==> config.mk <==
export PLATFORM = sky130hd
export DESIGN_NAME = wm_blend_insert
export DESIGN_NICKNAME = d
export VERILOG_FILES = /design/src/rtl/wm_blend_insert.sv
export SDC_FILE = /design/constraint.sdc
export NUM_CORES = 1
export LEC_CHECK = 0
export BUFFER_PORTS_ARGS = -buffer_cell sky130_fd_sc_hd__buf_2
export CORE_MARGIN = 2
export CORE_UTILIZATION = 38
export DETAILED_ROUTE_END_ITERATION = 16
export HOLD_SLACK_MARGIN = 0.03
export PLACE_DENSITY_LB_ADDON = 0.2
export SLEW_MARGIN = 0
export SYNTH_ARGS = -nofsm -noshare
export SYNTH_HDL_FRONTEND = slang
export SYNTH_SLANG_ARGS = --single-unit
==> constraint.sdc <==
create_clock -name clk -period 18.4 [get_ports clk]
set_input_delay 1.84 -clock clk [delete_from_list [all_inputs] [get_ports clk]]
set_output_delay 1.84 -clock clk [all_outputs]
set_load 0.03 [all_outputs]
==> src/rtl/wm_blend_insert.sv <==
module wm_blend_insert #(
  parameter int W = 8
) (
  input  logic         clk,
  input  logic         rst_n,
  input  logic         in_valid,
  input  logic [W-1:0] pix_c,
  input  logic [W-1:0] pix_rt,
  input  logic [W-1:0] pix_dn,
  input  logic [W-1:0] pix_dr,
  input  logic [W-1:0] alpha_p,
  input  logic [W-1:0] alpha_n,
  input  logic [1:0]   sym,
  output logic         out_valid,
  output logic [W-1:0] out_pix
);
  localparam int PW = 2 * W;
  localparam logic [W-1:0] PIX_MAX = {W{1'b1}};

  logic [W:0]    pair_sum, mid_sum;
  logic [W-1:0]  nb_avg, nb_wgt, c_coef, nb_term, c_term, mix;
  logic [PW-1:0] prod_nb, prod_c;
  logic [W:0]    add_res, sub_res;

  assign pair_sum = {1'b0, pix_dn} + {1'b0, pix_dr};
  assign mid_sum  = {1'b0, pair_sum[W:1]} + {1'b0, pix_rt};
  assign nb_avg   = mid_sum[W:1];

  assign nb_wgt  = ~alpha_p;
  assign c_coef  = (sym == 2'd2) ? alpha_n : alpha_p;
  assign prod_nb = {{W{1'b0}}, nb_avg} * {{W{1'b0}}, nb_wgt};
  assign prod_c  = {{W{1'b0}}, pix_c} * {{W{1'b0}}, c_coef};
  assign nb_term = prod_nb[PW-1:W];
  assign c_term  = prod_c[PW-1:W];

  assign add_res = {1'b0, nb_term} + {1'b0, c_term};
  assign sub_res = {1'b0, nb_term} - {1'b0, c_term};

  always_comb begin
    case (sym)
      2'd1:    mix = add_res[W] ? PIX_MAX : add_res[W-1:0];
      2'd2:    mix = sub_res[W] ? '0 : sub_res[W-1:0];
      default: mix = pix_c;
    endcase
  end

  always_ff @(posedge clk) begin
    if (!rst_n) begin
      out_valid <= 1'b0;
      out_pix   <= '0;
    end else begin
      out_valid <= in_valid;
      if (in_valid) out_pix <= mix;
    end
  end


  valid_follow_chk: assert property (@(posedge clk) disable iff (!rst_n)
    in_valid |=> out_valid);

  valid_drop_chk: assert property (@(posedge clk) disable iff (!rst_n)
    !in_valid |=> !out_valid);

  idle_hold_chk: assert property (@(posedge clk) disable iff (!rst_n)
    !in_valid |=> $stable(out_pix));

  pass_chk: assert property (@(posedge clk) disable iff (!rst_n)
    (in_valid && (sym == 2'd0 || sym == 2'd3)) |=> out_pix == $past(pix_c));

  sub_bound_chk: assert property (@(posedge clk) disable iff (!rst_n)
    (in_valid && sym == 2'd2) |=> out_pix <= $past(nb_avg));

  no_overflow_chk: assert property (@(posedge clk) disable iff (!rst_n)
    (in_valid && sym == 2'd1) |=> (out_pix >= $past(nb_term) && out_pix != PIX_MAX));
endmodule

# Yosys cells after proc, flatten, opt, wreduce, memory -nomap -nowiden
# Cells that the tools add are included.
# totals
in_bits	53
regBits	9
wordCells	15
output_inout_bits	9
# op_classes
muxes	4
n_eq_ne	2
add_sub_neg	4
mul	2
n_bitwise	1
# ops
operator	n
8-bit by 8-bit multiplier with 16-bit output	2
8-bit by 8-bit adder with 9-bit output	3
8-bit two-way mux	3
8-bit case mux with 2 select lines	1
8-bit by 8-bit subtractor with 9-bit output	1
8-bit inverter	1
2-bit by 1-bit equality test with 1-bit output (second input constant)	1
2-bit equality test (second input constant)	1

# Logic depth before layout (Yosys ltp)
# logic_depth
depth_word	6
depth_mapped	37
mapped_depth_nobuf	36

# Worst setup path before layout
# Ideal clock, no wire load.
# synth_path
path_type	input to register
start	input pix_dn[2]
end	register out_pix[1]
setup_ns	0.117
required_time_ns	18.283
arrival_time_ns	9.109
path_stages	32
slack_ns	9.174
cell_sequence	ha_1 -> nor2b_1 -> o21ai_0 -> nand2b_1 -> a21o_1 -> a21oi_1 -> xnor2_1 -> ha_1 -> inv_1 -> or4_1 -> o311a_1 -> or2_1 -> fa_1 -> fa_1 -> inv_1 -> fa_1 -> fa_1 -> ha_1 -> o21ai_0 -> nor2_1 -> o31a_1 -> o21ai_0 -> a21oi_1 -> o31a_1 -> ha_1 -> buf_6 -> nor2b_4 -> o21ba_4 -> nor4b_4 -> nor3_1 -> or3_1 -> a32o_1
# synth_via
elab_chain_len	6
# synth_lines
element	line_no	text
from (decl)	9	input logic [W-1:0] pix_dn,
8-bit by 8-bit adder with 9-bit output *	25	assign pair_sum = {1'b0, pix_dn} + {1'b0, pix_dr};
8-bit by 8-bit adder with 9-bit output *	26	assign mid_sum = {1'b0, pair_sum[W:1]} + {1'b0, pix_rt};
8-bit by 8-bit multiplier with 16-bit output *	31	assign prod_nb = {{W{1'b0}}, nb_avg} * {{W{1'b0}}, nb_wgt};
8-bit by 8-bit subtractor with 9-bit output or 8-bit by 8-bit adder with 9-bit output (tied branches)	37, 36	
8-bit two-way mux, on equally long branches	42, 41	
8-bit case mux with 2 select lines *	40	case (sym)
to (signal assigned)	53	if (in_valid) out_pix <= mix;
to (decl)	15	output logic [W-1:0] out_pix
# Every way passes the cells marked *; elsewhere a longest branch is shown, timed or not.
# A chain may end at the register's enable or synchronous reset.

# Worst setup path after layout
# layout_path
start	input pix_dn[1]
end	register out_pix[4]
# The elaborated chain is that of the path after synthesis.

==> run_results.csv <==
group,metric,value,unit
status,outcome,"complete, no violations",
floorplanning,coreArea,15800,um^2
floorplanning,die_x,131,um
critical_path,cp-end-kind,"flop",
critical_path,critPathMaxStageDelay,0.66,ns
yosys,synthArstFlopShare,0,%
global_routing,grt_pass1_wl,25300,um
route,drc_errors,0,
global_routing,grt_overflow,0,
clocking,clock_path_buffers,2,
floorplanning,initial_core_util,38.8,%
critical_path,cp_slowest_cell,"ha_1",
clocking,post-cts-setup-buffers,0,
clocking,htreeDepth,1,
place,place.gp.congestion,0.827,
yosys,avgSynthCellArea,8.17,um^2
yosys,synth_largest_area_cell,"fa_1",
sta,timing.fmax,98.4,MHz
yosys,ys_warn_count,0,
place,dp_hpwl,12000,um
clocking,cts_buffers,3,
sta,min_period,10.16,ns
worst_hold_path,min_path_type,"flop to flop",
yosys,synth_top_area_share,24.1,%
sta,drv_slew,0,
critical_path,crit_type,"input pin to flop",
clocking,cts_tree,"built",
sta,setup_viol,0,
clocking,cts_resized,0,
yosys,yosysSeqAreaShare,2.93,%
route,drt_wl_total,14500,um
final_layout,layout.nets,1019,
route,first_pass_iters,5,
final_layout,area_growth,8.69,%
sta,final.setup_skew,0,ns
sta,rsz0062_at_grt,"false",
place,port_buffers,61,
clocking,numClockSinks,9,
floorplanning,ios,62,
global_routing,antenna_found_initial,0,
final_layout,drive_gt1_share,12.9,%
final_layout,regArea,180,um^2
yosys,synth_seq_cells,9,
critical_path,crit_family,"adder cells",
global_routing,grt_max_degree,24,
yosys,synth_area,6150,um^2
flow_run,drv_cap,0,
clocking,path_clk_slew,0.04,ns
critical_path,worst-path-max-fanout,23,
yosys,ys_types,73,
route,drtAntennaViolNets,0,
sta,setup_tns,0,ns
yosys,synthFlopType,"dfxtp_1",
route,routed_via_density,5.10,
yosys,syn-num-nets,979,
clocking,cts-root-buf,"clkbuf_16",
critical_path,required,18.54,ns
final_layout,num-fill-cells,1601,
clocking,clock_latency,0.24,ns
final_layout,mostFrequentLayoutCells,"inv_1, ha_1, fa_1",
final_layout,antenna_cells,0,
final_layout,multiInputGateArea,5400,um^2
floorplanning,rows,46,
sta,max_slew.worst_pin.slew,1.02,ns
route,vias,5131,
final_layout,final_common_cell,"inv_1",
sta,final_hold_viol_count,0,
global_routing,grt_util_all_layers,17.3,%
route,wire_per_inst,14.4,um
yosys,synth-edff-count,0,
clocking,postCtsHoldBufs,0,
global_routing,grt_pass1_vias,5090,
yosys,synthTopCellsByArea,"fa_1, ha_1, inv_1",
yosys,postSynthCellCount,752,
floorplanning,chipHeight,131,um
critical_path,worstSetupStartpointType,"input pin",
critical_path,cp.arrival,10.31,ns
route,drt_iter0_markers,269,
critical_path,crit_buf_inv,4,
sta,period_share,55.2,%
floorplanning,dieArea,17200,um^2
sta,slew_headroom,31.8,%
-- registers in the layout, indices dropped and copies added (netlist names) --
register / count
out_pix: 8
out_valid: 1
-- final cells by class --
class	count	share of cell area, %
clock buffers	4	1.18
inverters	118	6.63
multi-input cells	599	80.9
flip-flops and latches	9	2.70
well taps	216	4.04
repair buffers	61	4.57
-- cell usage after synthesis, types with 10 or more instances --
master      n
a21oi_1    26
and2_1     30
clkbuf_1   16
fa_1       74
ha_1      100
inv_1     116
nand2_1    64
nand2b_1   13
nor2_1     67
nor3_1     18
o21ai_0    12
o311ai_0   10
or2_2      14
xnor2_1    19
xor2_1     10
-- through the flow --
stage / utilization (%) / setup WS (ns) / hold slack (ns) / area, um^2 / std cells
final: 42.2 / 8.24 / 0.485 / 6680 / 1007
after global routing: 42.2 / 7.56 / 0.508 / 6680 / 1007
after global placement: 41.7 / 7.89 / 0.467 / 6600 / 1003
after floorplan: - / 9.17 / 0.590 / 6150 / 752
after detailed placement: 41.7 / 7.98 / 0.481 / 6600 / 1003
after CTS: 42.2 / 8.20 / 0.486 / 6680 / 1007
-- path summary, 6_finish.rpt --
check | from | end | slack, ns | cells past startpoint
max | pix_dn[1] | out_pix[4]$_SDFFE_PN0P_ | 8.24 | 33
min | out_pix[2]$_SDFFE_PN0P_ | out_pix[2]$_SDFFE_PN0P_ | 0.49 | 2
max reg2reg | out_pix[7]$_SDFFE_PN0P_ | out_pix[7]$_SDFFE_PN0P_ | 17.62 | 3
min reg2reg | out_pix[2]$_SDFFE_PN0P_ | out_pix[2]$_SDFFE_PN0P_ | 0.49 | 2
-- cell families after synthesis --
logic type      Yosys count  synth area share (%)
fa+ha+maj               174                  44.5
mux                       9                  1.69
xor+xnor                 30                  4.40
flops                     9                  2.93
buf+inv                 144                  9.16
compound gates          126                  15.1
simple gates            260                  22.2
-- worst min-delay path: cells and delay by family (launching register included) --
kind               cells  cell delay (ns)
and+or+nand+nor        1             0.06
AOI/OAI and AO/OA      1             0.07
DFF                    1             0.31
-- metal layers --
metal / vias up / global-route usage (%) / routed length (um)
li1: 2607 / - / -
met1: 2428 / 25.8 / 7420
met2: 87 / 28.4 / 6640
met3: 9 / 1.16 / 378
met4: 0 / 2.11 / 82
met5: - / 0 / 0
Power is not shown: default switching activity piles up to over one toggle a cycle in this logic, so the estimate is an artifact.
